===== src/rtl/dmac_pkg.sv =====
// Shared constants and helpers for the DMA register file.
// Assumes four channels, so a channel number fits in two data bits.
package dmac_pkg;
    localparam int NUM_CH   = 4;
    localparam int BYTE_W   = 8;
    localparam int WORD_W   = 16;
    localparam int CH_W     = $clog2(NUM_CH);
    localparam int MODE_W   = BYTE_W - CH_W;
    localparam int ADDR_W   = 5;
    localparam int OFS_W    = 4;

    // Control offsets in the register space (bus_addr[4] = 0)
    localparam logic [OFS_W-1:0] OFS_CMD_STAT  = 4'd8;
    localparam logic [OFS_W-1:0] OFS_REQ       = 4'd9;
    localparam logic [OFS_W-1:0] OFS_MASK_ONE  = 4'd10;
    localparam logic [OFS_W-1:0] OFS_MODE      = 4'd11;
    localparam logic [OFS_W-1:0] OFS_PTR_CLR   = 4'd12;
    localparam logic [OFS_W-1:0] OFS_MCLR_TEMP = 4'd13;
    localparam logic [OFS_W-1:0] OFS_MASK_NONE = 4'd14;
    localparam logic [OFS_W-1:0] OFS_MASK_ALL  = 4'd15;

    // Bit of the stored mode field that requests autoinitialise
    localparam int MODE_AUTO_BIT = 4 - CH_W;
    // Data bit that carries set/clear in encoded single-channel writes
    localparam int SET_BIT = 2;

    // Replace the low or high byte of a word
    function automatic logic [WORD_W-1:0] put_byte(input logic [WORD_W-1:0] old,
                                                   input logic hi,
                                                   input logic [BYTE_W-1:0] b);
        return hi ? {b, old[BYTE_W-1:0]} : {old[WORD_W-1:BYTE_W], b};
    endfunction
endpackage


===== src/rtl/dmac_byteptr.sv =====
// Shared low/high byte pointer for all 16-bit ports.
// Assumes 'access' pulses once per host read or write on an address/count port.
module dmac_byteptr (
    input  logic clk,
    input  logic rst_n,
    input  logic access,
    input  logic clear,
    output logic hi
);
    // Toggle on each access; a clear wins and selects the low byte
    always_ff @(posedge clk) begin
        if (!rst_n)      hi <= 1'b0;
        else if (clear)  hi <= 1'b0;
        else if (access) hi <= ~hi;
    end

    p_ptr_clear_r3: assert property (@(posedge clk) disable iff (!rst_n)
        clear |=> !hi);
    p_ptr_toggle_r2: assert property (@(posedge clk) disable iff (!rst_n)
        (access && !clear) |=> (hi != $past(hi)));
endmodule


===== src/rtl/dmac_chan.sv =====
// Per-channel state: base/current address and count, mode, page.
// Assumes at most one host write strobe per cycle. Priority for the current copies
// is host write, then autoinitialise reload, then engine update.
module dmac_chan
    import dmac_pkg::*;
(
    input  logic              clk,
    input  logic              rst_n,
    input  logic              wr_addr,
    input  logic              wr_cnt,
    input  logic              wr_mode,
    input  logic              wr_page,
    input  logic              hi_byte,
    input  logic [BYTE_W-1:0] wdata,
    input  logic              tc,
    input  logic              upd,
    input  logic [WORD_W-1:0] upd_addr,
    input  logic [WORD_W-1:0] upd_cnt,
    output logic [WORD_W-1:0] base_addr,
    output logic [WORD_W-1:0] base_cnt,
    output logic [WORD_W-1:0] cur_addr,
    output logic [WORD_W-1:0] cur_cnt,
    output logic [MODE_W-1:0] mode,
    output logic [BYTE_W-1:0] page
);
    logic reload;
    assign reload = tc && mode[MODE_AUTO_BIT];

    // Address: host byte writes load both copies; reload/update touch current only
    always_ff @(posedge clk) begin
        if (!rst_n) begin
            base_addr <= '0;
            cur_addr  <= '0;
        end else if (wr_addr) begin
            base_addr <= put_byte(base_addr, hi_byte, wdata);
            cur_addr  <= put_byte(cur_addr, hi_byte, wdata);
        end else if (reload) begin
            cur_addr  <= base_addr;
        end else if (upd) begin
            cur_addr  <= upd_addr;
        end
    end

    // Count: same policy as the address
    always_ff @(posedge clk) begin
        if (!rst_n) begin
            base_cnt <= '0;
            cur_cnt  <= '0;
        end else if (wr_cnt) begin
            base_cnt <= put_byte(base_cnt, hi_byte, wdata);
            cur_cnt  <= put_byte(cur_cnt, hi_byte, wdata);
        end else if (reload) begin
            cur_cnt  <= base_cnt;
        end else if (upd) begin
            cur_cnt  <= upd_cnt;
        end
    end

    // Mode field and page byte
    always_ff @(posedge clk) begin
        if (!rst_n) begin
            mode <= '0;
            page <= '0;
        end else begin
            if (wr_mode) mode <= wdata[BYTE_W-1:CH_W];
            if (wr_page) page <= wdata;
        end
    end

    p_base_hold_r4: assert property (@(posedge clk) disable iff (!rst_n)
        !wr_addr |=> $stable(base_addr));
    p_reload_r11: assert property (@(posedge clk) disable iff (!rst_n)
        (tc && mode[MODE_AUTO_BIT] && !wr_addr && !wr_cnt)
            |=> (cur_addr == $past(base_addr)) && (cur_cnt == $past(base_cnt)));
endmodule


===== src/rtl/dmac_ctrl.sv =====
// Shared control state: command byte, masks, software requests, terminal-count flags.
// Assumes write strobes are mutually exclusive one-cycle pulses.
module dmac_ctrl
    import dmac_pkg::*;
(
    input  logic                clk,
    input  logic                rst_n,
    input  logic                wr_cmd,
    input  logic                wr_req,
    input  logic                wr_mask_one,
    input  logic                wr_mask_none,
    input  logic                wr_mask_all,
    input  logic                wr_mclr,
    input  logic                rd_stat,
    input  logic [BYTE_W-1:0]   wdata,
    input  logic [NUM_CH-1:0]   tc,
    input  logic [NUM_CH-1:0]   dreq,
    output logic [BYTE_W-1:0]   cmd,
    output logic [NUM_CH-1:0]   mask,
    output logic [2*NUM_CH-1:0] status
);
    logic [NUM_CH-1:0] sreq;
    logic [NUM_CH-1:0] tcf;
    logic [CH_W-1:0]   sel;

    assign sel    = wdata[CH_W-1:0];
    assign status = {sreq | dreq, tcf};

    // Command byte
    always_ff @(posedge clk) begin
        if (!rst_n || wr_mclr) cmd <= '0;
        else if (wr_cmd)       cmd <= wdata;
    end

    // Mask bits: single encoded, clear-all and bitmap writes
    always_ff @(posedge clk) begin
        if (!rst_n || wr_mclr) mask <= '1;
        else if (wr_mask_none) mask <= '0;
        else if (wr_mask_all)  mask <= wdata[NUM_CH-1:0];
        else if (wr_mask_one)  mask[sel] <= wdata[SET_BIT];
    end

    // Software request bits
    always_ff @(posedge clk) begin
        if (!rst_n || wr_mclr) sreq <= '0;
        else if (wr_req)       sreq[sel] <= wdata[SET_BIT];
    end

    // Terminal-count flags: cleared by status read, new pulses always land
    always_ff @(posedge clk) begin
        if (!rst_n) tcf <= '0;
        else        tcf <= ((wr_mclr || rd_stat) ? '0 : tcf) | tc;
    end

    p_mclr_masks_r10: assert property (@(posedge clk) disable iff (!rst_n)
        wr_mclr |=> (&mask) && (cmd == '0) && (sreq == '0));
    p_tc_sticky_r7: assert property (@(posedge clk) disable iff (!rst_n)
        (|tc) |=> ((tcf & $past(tc)) == $past(tc)));
    p_stat_clear_r7: assert property (@(posedge clk) disable iff (!rst_n)
        (rd_stat && tc == '0) |=> (tcf == '0));
endmodule


===== src/rtl/dmac_regfile.sv =====
// Host-facing register file of a four-channel DMA controller.
// Decodes the 8-bit bus, owns the shared byte pointer and the read mux, and
// fans channel state out to the engines. Assumes bus_wr and bus_rd are never
// high together and each stays high for one cycle per access.
module dmac_regfile
    import dmac_pkg::*;
(
    input  logic                       clk,
    input  logic                       rst_n,
    input  logic [ADDR_W-1:0]          bus_addr,
    input  logic [BYTE_W-1:0]          bus_wdata,
    input  logic                       bus_wr,
    input  logic                       bus_rd,
    output logic [BYTE_W-1:0]          bus_rdata,
    input  logic [NUM_CH-1:0]          eng_tc,
    input  logic [NUM_CH-1:0]          eng_dreq,
    input  logic [NUM_CH-1:0]          eng_upd,
    input  logic [NUM_CH*WORD_W-1:0]   eng_upd_addr,
    input  logic [NUM_CH*WORD_W-1:0]   eng_upd_cnt,
    output logic [BYTE_W-1:0]          cfg_cmd,
    output logic [NUM_CH-1:0]          cfg_mask,
    output logic [NUM_CH*MODE_W-1:0]   cfg_mode,
    output logic [NUM_CH*BYTE_W-1:0]   cfg_page,
    output logic [NUM_CH*WORD_W-1:0]   cfg_base_addr,
    output logic [NUM_CH*WORD_W-1:0]   cfg_base_cnt,
    output logic [NUM_CH*WORD_W-1:0]   cfg_cur_addr,
    output logic [NUM_CH*WORD_W-1:0]   cfg_cur_cnt
);
    logic              reg_space;
    logic [OFS_W-1:0]  ofs;
    logic              word_port;
    logic [CH_W-1:0]   port_ch;
    logic              ptr_hi;
    logic              ptr_clear;
    logic              wr_mclr;
    logic [2*NUM_CH-1:0] status;

    logic [WORD_W-1:0] cur_addr_a [NUM_CH];
    logic [WORD_W-1:0] cur_cnt_a  [NUM_CH];
    logic [BYTE_W-1:0] page_a     [NUM_CH];

    assign reg_space = !bus_addr[ADDR_W-1];
    assign ofs       = bus_addr[OFS_W-1:0];
    assign word_port = reg_space && !ofs[OFS_W-1];
    assign port_ch   = ofs[CH_W:1];
    assign wr_mclr   = bus_wr && reg_space && (ofs == OFS_MCLR_TEMP);
    assign ptr_clear = wr_mclr || (bus_wr && reg_space && (ofs == OFS_PTR_CLR));

    dmac_byteptr u_ptr (
        .clk    (clk),
        .rst_n  (rst_n),
        .access ((bus_wr || bus_rd) && word_port),
        .clear  (ptr_clear),
        .hi     (ptr_hi)
    );

    dmac_ctrl u_ctrl (
        .clk          (clk),
        .rst_n        (rst_n),
        .wr_cmd       (bus_wr && reg_space && (ofs == OFS_CMD_STAT)),
        .wr_req       (bus_wr && reg_space && (ofs == OFS_REQ)),
        .wr_mask_one  (bus_wr && reg_space && (ofs == OFS_MASK_ONE)),
        .wr_mask_none (bus_wr && reg_space && (ofs == OFS_MASK_NONE)),
        .wr_mask_all  (bus_wr && reg_space && (ofs == OFS_MASK_ALL)),
        .wr_mclr      (wr_mclr),
        .rd_stat      (bus_rd && reg_space && (ofs == OFS_CMD_STAT)),
        .wdata        (bus_wdata),
        .tc           (eng_tc),
        .dreq         (eng_dreq),
        .cmd          (cfg_cmd),
        .mask         (cfg_mask),
        .status       (status)
    );

    // One channel slice per channel, with its own write decode
    for (genvar n = 0; n < NUM_CH; n++) begin : g_ch
        logic sel_port;
        assign sel_port = bus_wr && word_port && (port_ch == CH_W'(n));

        dmac_chan u_chan (
            .clk       (clk),
            .rst_n     (rst_n),
            .wr_addr   (sel_port && !ofs[0]),
            .wr_cnt    (sel_port && ofs[0]),
            .wr_mode   (bus_wr && reg_space && (ofs == OFS_MODE)
                        && (bus_wdata[CH_W-1:0] == CH_W'(n))),
            .wr_page   (bus_wr && !reg_space && (bus_addr[CH_W-1:0] == CH_W'(n))),
            .hi_byte   (ptr_hi),
            .wdata     (bus_wdata),
            .tc        (eng_tc[n]),
            .upd       (eng_upd[n]),
            .upd_addr  (eng_upd_addr[n*WORD_W +: WORD_W]),
            .upd_cnt   (eng_upd_cnt[n*WORD_W +: WORD_W]),
            .base_addr (cfg_base_addr[n*WORD_W +: WORD_W]),
            .base_cnt  (cfg_base_cnt[n*WORD_W +: WORD_W]),
            .cur_addr  (cur_addr_a[n]),
            .cur_cnt   (cur_cnt_a[n]),
            .mode      (cfg_mode[n*MODE_W +: MODE_W]),
            .page      (page_a[n])
        );

        assign cfg_cur_addr[n*WORD_W +: WORD_W] = cur_addr_a[n];
        assign cfg_cur_cnt[n*WORD_W +: WORD_W]  = cur_cnt_a[n];
        assign cfg_page[n*BYTE_W +: BYTE_W]     = page_a[n];
    end

    // Read mux: current word byte, status, or page; everything else reads zero
    always_comb begin
        logic [WORD_W-1:0] word;
        word      = ofs[0] ? cur_cnt_a[port_ch] : cur_addr_a[port_ch];
        bus_rdata = '0;
        if (!reg_space)
            bus_rdata = page_a[bus_addr[CH_W-1:0]];
        else if (word_port)
            bus_rdata = ptr_hi ? word[WORD_W-1:BYTE_W] : word[BYTE_W-1:0];
        else if (ofs == OFS_CMD_STAT)
            bus_rdata = status;
    end

    p_mclr_ptr_r10: assert property (@(posedge clk) disable iff (!rst_n)
        wr_mclr |=> !ptr_hi);
endmodule


===== config.mk =====
export PLATFORM = sky130hd
export DESIGN_NAME = dmac_regfile
export DESIGN_NICKNAME = d
export VERILOG_FILES = /design/src/rtl/dmac_pkg.sv /design/src/rtl/dmac_byteptr.sv /design/src/rtl/dmac_chan.sv /design/src/rtl/dmac_ctrl.sv /design/src/rtl/dmac_regfile.sv
export SDC_FILE = /design/constraint.sdc
export NUM_CORES = 1
export LEC_CHECK = 0
export BUFFER_PORTS_ARGS = -buffer_cell sky130_fd_sc_hd__buf_2
export CORE_AREA = 2 2 192 194
export DETAILED_ROUTE_END_ITERATION = 12
export DIE_AREA = 0 0 194 196
export PLACE_DENSITY_LB_ADDON = 0.05
export SETUP_SLACK_MARGIN = 0.3
export SKIP_CTS_REPAIR_TIMING = 1
export SYNTH_ARGS = -nofsm -noshare
export SYNTH_HDL_FRONTEND = slang
export SYNTH_HIERARCHICAL = 1
export SYNTH_SLANG_ARGS = --single-unit

===== constraint.sdc =====
create_clock -name clk -period 4.1 [get_ports clk]
set_clock_uncertainty 0.2 [all_clocks]
set_input_delay 1.23 -clock clk [delete_from_list [all_inputs] [get_ports clk]]
set_output_delay 1.23 -clock clk [all_outputs]
set_load 0.03 [all_outputs]

==> results.sh, run 1 <==
export IMPL_ios=489
export IMPL_ys_seq_area_share_pct=39.9
export IMPL_cts_sinks=333
export IMPL_async_flop_share_pct=0
export IMPL_vias=17634
export IMPL_rows=70
export IMPL_cts_tree="done"
export IMPL_max_slew_margin_pct=27.0
export IMPL_grt_start_max_net_pins=79
export IMPL_met2_usage_pct=60.5
export IMPL_ant_nets=0
export IMPL_startpoint_type="input port"
export IMPL_critPathArrivalTime_ns=2.61
export IMPL_syn_area_per_cell_um2=9.11
export IMPL_wl_um=75400
export IMPL_ys_ff_latch=333
export IMPL_die_x_um=194
export IMPL_cp_end_kind="primary output"
export IMPL_power_density_nw_per_um2=383
export IMPL_nNetsFinal=2412
export IMPL_coreArea_um2=36100
export IMPL_hp_class="flip-flop to flip-flop"
export IMPL_h_tree_depth=2
export IMPL_wire_per_inst_um=27.5
export IMPL_die_y_um=196
export IMPL_synth_cells=1835
export IMPL_rr_worst_depth=5
export IMPL_utilization_pct=58.6
export IMPL_root_buffer="clkbuf_16"
export IMPL_antenna_found_initial=2
export IMPL_p_leak_nw=9.05
export IMPL_yosysMostFrequentCell="dfxtp_1"
export IMPL_syn_nets=1992
export IMPL_clock_fmax_ghz=0.248
export IMPL_firstDrtPassIters=5
export IMPL_top_usage_layer="met2"
export IMPL_post_drt_via_cell_ratio=6.43
export IMPL_place_congestion=0.976
export IMPL_port_buffers=488
export IMPL_numCtsBuffers=37
export IMPL_status="finished, final reports clean"
export IMPL_path_clk_slew_ns=0.06
export IMPL_synth_common_cells="dfxtp_1 (333), a21oi_1 (263), nand2_1 (217), a31oi_1 (128), and4b_1 (128)"
export IMPL_diodes=0
export IMPL_gr_total_overflow=0
export IMPL_setup_violations=0
export IMPL_holdPathStages=2
export IMPL_synth_flop_cell="dfxtp_1"
export IMPL_crit_required_ns=2.67
export IMPL_dp_hpwl_um=54800
export IMPL_start_util_pct=46.3
export IMPL_hold_viol_final=0
export IMPL_yosysTopAreaCell="dfxtp_1"
export IMPL_synth_area_leaders="dfxtp_1 (40%), a21oi_1 (7.9%), and4b_1 (7.7%), mux2i_1 (5.4%), a311oi_2 (5.0%)"
export IMPL_fin_crit_ns=4.04
export IMPL_netlist_area_leader_share_pct=39.9
export IMPL_drt_iter0_markers=1857
export IMPL_cts_buffer_depth=3
export IMPL_rsz0062_at_grt="yes"
export IMPL_path_class="input port to primary output"
export IMPL_ys_types=51
export IMPL_met1_usage_pct=49.1
export IMPL_worstMarginPinSlew_ns=1.09
export IMPL_cp_max_fo=6
export IMPL_worstSkewPairLatency_ns=0.56
export IMPL_syn_to_final_growth_pct=26.5
export IMPL_fin_tns_setup_ns=0
export IMPL_finalCritPeriodShare_pct=98.5
export IMPL_synth_area_um2=16700
export IMPL_yosysWarnings=6
export IMPL_layout_drive_gt1_share_pct=35.6
export IMPL_grtUsageTotal_pct=37.5
export IMPL_finalMaxSlewViolations=0
export IMPL_peakVddDrop_v=0.000338
export IMPL_grt_first_pass_wirelength_um=109000
export IMPL_synth_edf_count=0
export IMPL_grtUsageMet3_pct=8.97
export IMPL_drv_cap=0
export IMPL_drc=0
export IMPL_grt_pass1_vias=16223
export IMPL_dieArea_um2=38000
[cell type report]
class                           instances  area (um2)
Clock inverter                          7        88.8
Inverter                               15        56.3
Timing Repair Buffer                  590        3510
Sequential cell                       333        6670
Multi-Input combinational cell       1278        9150
Fill cell                            3307       14900
Clock buffer                           52        1090
Tap cell                              468         586
[registers in the layout, indices dropped and copies added, names as in the netlist, 8 cells and up]
| name | flops |
|---|---|
| g_ch.u_chan/cur_cnt | 64 |
| g_ch.u_chan/page | 32 |
| u_ctrl/cmd | 8 |
| g_ch.u_chan/cur_addr | 64 |
| g_ch.u_chan/base_addr | 64 |
| g_ch.u_chan/base_cnt | 64 |
| g_ch.u_chan/mode | 24 |
[layer usage]
layer / share of wire, % / up-vias
met5: 0.029 / -
met4: 3.8 / 4
met3: 10 / 187
met2: 46 / 1017
met1: 40 / 8633
li1: - / 7793
[through the flow]
step	hold WS (ns)	cell area [um2]	total power, mW	instances	setup WS, ns
floorplan	0.252	16900	4.24	1835	0.224
global placement	0.253	19600	4.76	2677	-0.116
detailed placement	0.256	19600	4.76	2677	-0.135
CTS	0.264	20800	8.06	2736	-0.142
global route	0.286	21200	8.30	2743	0.0384
finish	0.267	21200	8.10	2743	0.0629
[layout by cell type, fill, tap and decap left out, drive strengths merged, types with 75 or more instances in the layout]
cell type and n:
nand2 217, dfxtp 333, nand3 75, a311oi 128, mux2i 91, a21oi 263
buf 586, nor2 88, a31oi 128, and4b 128
[where the power goes]
group          total (mW)  internal, mW  switching (mW)
Combinational        1.19         0.429           0.765
Clock                3.34          1.97            1.36
Sequential           3.57          3.35           0.221
Total                8.10          5.75            2.35
[critical path, stage by stage]
cell,delay (ns)
buf_16,0.12
buf_8,0.11
mux4_2,0.52
mux2_4,0.30
nand2_4,0.07
nand3_4,0.10
buf_6,0.16
[cells by family (layout without fill, tap and decap cells)]
kind of cell,count (synthesis),count (layout),synth area share [%]
xor+xnor,1,1,0.0524
mux,126,126,9.08
buf+inv,224,664,6.99
simple gates,577,577,19.8
flops,333,333,39.9
compound gates,574,574,24.2
[worst paths after layout]
path | slack (ns) | to | from
setup / recovery | 0.06 | bus_rdata[6] | bus_addr[1]
setup reg to reg | 1.47 | g_ch[0].u_chan/cur_cnt[15]$_SDFFE_PN0P_ | u_ptr/hi$_SDFFE_PP0P_
hold / removal | 0.27 | g_ch[0].u_chan/base_addr[8]$_SDFFE_PN0P_ | g_ch[0].u_chan/base_addr[8]$_SDFFE_PN0P_
hold reg to reg | 0.27 | g_ch[0].u_chan/base_addr[8]$_SDFFE_PN0P_ | g_ch[0].u_chan/base_addr[8]$_SDFFE_PN0P_
No activity file was read; power rests on OpenSTA's default activity.
==> run 2, diff against run 1 <==
--- a/config.mk
+++ b/config.mk
@@ -8,7 +8,8 @@
 export BUFFER_PORTS_ARGS = -buffer_cell sky130_fd_sc_hd__buf_2
-export CORE_AREA = 2 2 192 194
+export CORE_ASPECT_RATIO = 1.25
+export CORE_MARGIN = 2
+export CORE_UTILIZATION = 47
 export DETAILED_ROUTE_END_ITERATION = 12
-export DIE_AREA = 0 0 194 196
 export PLACE_DENSITY_LB_ADDON = 0.05
-export SETUP_SLACK_MARGIN = 0.3
+export SETUP_SLACK_MARGIN = 0.02
 export SKIP_CTS_REPAIR_TIMING = 1
==> constraint.sdc (replaced) <==
create_clock -name clk -period 3.35 [get_ports clk]
set_clock_uncertainty 0.2 [all_clocks]
set_input_delay 0.67 -clock clk [delete_from_list [all_inputs] [get_ports clk]]
set_output_delay 0.67 -clock clk [all_outputs]
set_load 0.03 [all_outputs]
==> run 2 against run 1 <==
Critical path depth is 1 lower. Flip-flop and latch count stayed put. Combinational power rose by 20%. Global-route usage is essentially flat. Worst setup slack improved by 0.056 ns. First-iteration DRC count decreased by 10%. Critical endpoint is now bus_rdata[4].
==> results.sh, run 2 (synthesis gave the netlist of run 1 again) <==
export IMPL_nNetsFinal=2407
export IMPL_startpoint="bus_addr[2]"
export IMPL_h_tree_depth=2
export IMPL_dieArea_um2=37100
export IMPL_rsz0062_at_grt="no"
export IMPL_layout_common_cells="buf_2 (486), dfxtp_1 (332), a21oi_1 (263), nand2_1 (216)"
export IMPL_die_y_um=215
export IMPL_setup_violations=0
export IMPL_endpoint="bus_rdata[4]"
export IMPL_cts_sinks=333
export IMPL_clock_fmax_ghz=0.309
export IMPL_n_fill_cell=3233
export IMPL_fin_tns_setup_ns=0
export IMPL_seqPwrFrac_pct=41.8
export IMPL_pre_cts_slack_ns=-0.0287
export IMPL_dp_hpwl_um=52600
export IMPL_pwr_share_comb_pct=13.9
export IMPL_peakVddDrop_v=0.000362
export IMPL_reg2reg_from="u_ptr/hi$_SDFFE_PP0P_"
export IMPL_status="finished, final reports clean"
export IMPL_place_congestion=0.941
export IMPL_finalCritPeriodShare_pct=96.5
export IMPL_gr_total_overflow=0
export IMPL_power_internal_mw=7.41
export IMPL_start_util_pct=47.4
export IMPL_cp_max_fo=12
export IMPL_port_buffers=488
export IMPL_worstMarginPinSlew_ns=0.996
export IMPL_firstDrtPassIters=6
export IMPL_clkPwrFrac_pct=44.3
export IMPL_p_switching_mw=2.89
export IMPL_syn_to_final_growth_pct=24.8
export IMPL_p_leak_nw=8.91
export IMPL_worstSkewPairLatency_ns=0.54
export IMPL_rr_worst_depth=5
export IMPL_wl_um=73500
export IMPL_power_density_nw_per_um2=494
export IMPL_ant_nets=0
export IMPL_numCtsBuffers=37
export IMPL_max_slew_margin_pct=33.6
export IMPL_grt_first_pass_wirelength_um=107000
export IMPL_coreArea_um2=35300
export IMPL_finalMaxSlewViolations=0
export IMPL_post_drt_via_cell_ratio=6.45
export IMPL_antenna_found_initial=2
export IMPL_fin_crit_ns=3.23
export IMPL_cp_end_kind="primary output"
export IMPL_cts_buffer_depth=3
export IMPL_ios=489
export IMPL_hold_viol_final=0
export IMPL_grtUsageTotal_pct=37.5
export IMPL_rows=77
export IMPL_wire_per_inst_um=26.7
export IMPL_hp_class="flip-flop to flip-flop"
export IMPL_crit_required_ns=2.48
export IMPL_layout_drive_gt1_share_pct=34.3
export IMPL_cts_tree="done"
export IMPL_layout_commonest_cell="buf_2"
export IMPL_path_class="input port to primary output"
export IMPL_drc=0
export IMPL_vias=17762
export IMPL_root_buffer="clkbuf_16"
export IMPL_swShare_pct=28.1
export IMPL_critPathArrivalTime_ns=2.36
export IMPL_holdPathStages=2
export IMPL_die_x_um=173
export IMPL_startpoint_type="input port"
export IMPL_reg2reg_to="g_ch[1].u_chan/cur_addr[8]$_SDFFE_PN0P_"
export IMPL_grt_pass1_vias=16801
export IMPL_grt_start_max_net_pins=64
export IMPL_r2r_setup_slack_ns=1.00
export IMPL_drv_cap=0
export IMPL_setup_slack_ns=0.119
export IMPL_drt_iter0_markers=1672
export IMPL_path_clk_slew_ns=0.06
==> run 2: cell type report <==
cell class / instances / area [um2] / share of cell area (%)
Clock inverter: 18 / 304 / 1.46
Inverter: 15 / 56.3 / 0.270
Antenna cell: 3 / 7.51 / 0.0360
Sequential cell: 333 / 6670 / 31.9
Tap cell: 474 / 593 / 2.84
Timing Repair Buffer: 585 / 3280 / 15.7
Clock buffer: 48 / 1050 / 5.03
Multi-Input combinational cell: 1278 / 8910 / 42.7
==> run 2: worst min path at each step <==
stage | slack [ns] | startpoint | endpoint
after floorplan | 0.25 | u_ctrl/sreq[0]$_SDFFE_PP0P_ | u_ctrl/sreq[0]$_SDFFE_PP0P_
after global placement | 0.25 | g_ch[0].u_chan/base_cnt[5]$_SDFFE_PN0P_ | g_ch[0].u_chan/base_cnt[5]$_SDFFE_PN0P_
after detailed placement | 0.26 | g_ch[1].u_chan/base_addr[8]$_SDFFE_PN0P_ | g_ch[1].u_chan/base_addr[8]$_SDFFE_PN0P_
after CTS | 0.26 | g_ch[1].u_chan/base_addr[8]$_SDFFE_PN0P_ | g_ch[1].u_chan/base_addr[8]$_SDFFE_PN0P_
after global routing | 0.29 | g_ch[2].u_chan/base_cnt[6]$_SDFFE_PN0P_ | g_ch[2].u_chan/base_cnt[6]$_SDFFE_PN0P_
final | 0.27 | g_ch[1].u_chan/base_addr[8]$_SDFFE_PN0P_ | g_ch[1].u_chan/base_addr[8]$_SDFFE_PN0P_
==> run 2: critical path, stage by stage <==
cell and delay (ns):
buf_2 0.18, buf_4 0.23, nor4_4 0.63, a22oi_1 0.28, nand3_1 0.13, buf_2 0.23
==> run 2: metal layers <==
metal	track usage (%)	vias up	part of all wire, %
met1	46.3	8642	38
met2	63.1	1104	48
met4	17.8	0	5.0
li1	-	7809	-
met3	7.36	207	9.3
met5	0	-	0
==> run 2: power by group through the flow <==
stage	sequential (mW)	combinational [mW]	clock (mW)
finish	4.31	1.43	4.57
global route	4.31	1.49	4.76
CTS	4.30	1.41	4.60
detailed placement	4.39	1.40	0
global placement	4.39	1.40	0
floorplan	4.53	0.638	0
==> run 2: per-stage QoR <==
step	utilization (%)	cell area (um2)	instances	power (mW)	hold slack [ns]
floorplan	-	16700	1835	5.17	0.252
global placement	55.3	19500	2685	5.79	0.254
detailed placement	55.3	19500	2685	5.79	0.256
CTS	59.1	20800	2751	10.3	0.264
global route	59.2	20900	2752	10.6	0.290
finish	59.2	20900	2754	10.3	0.265
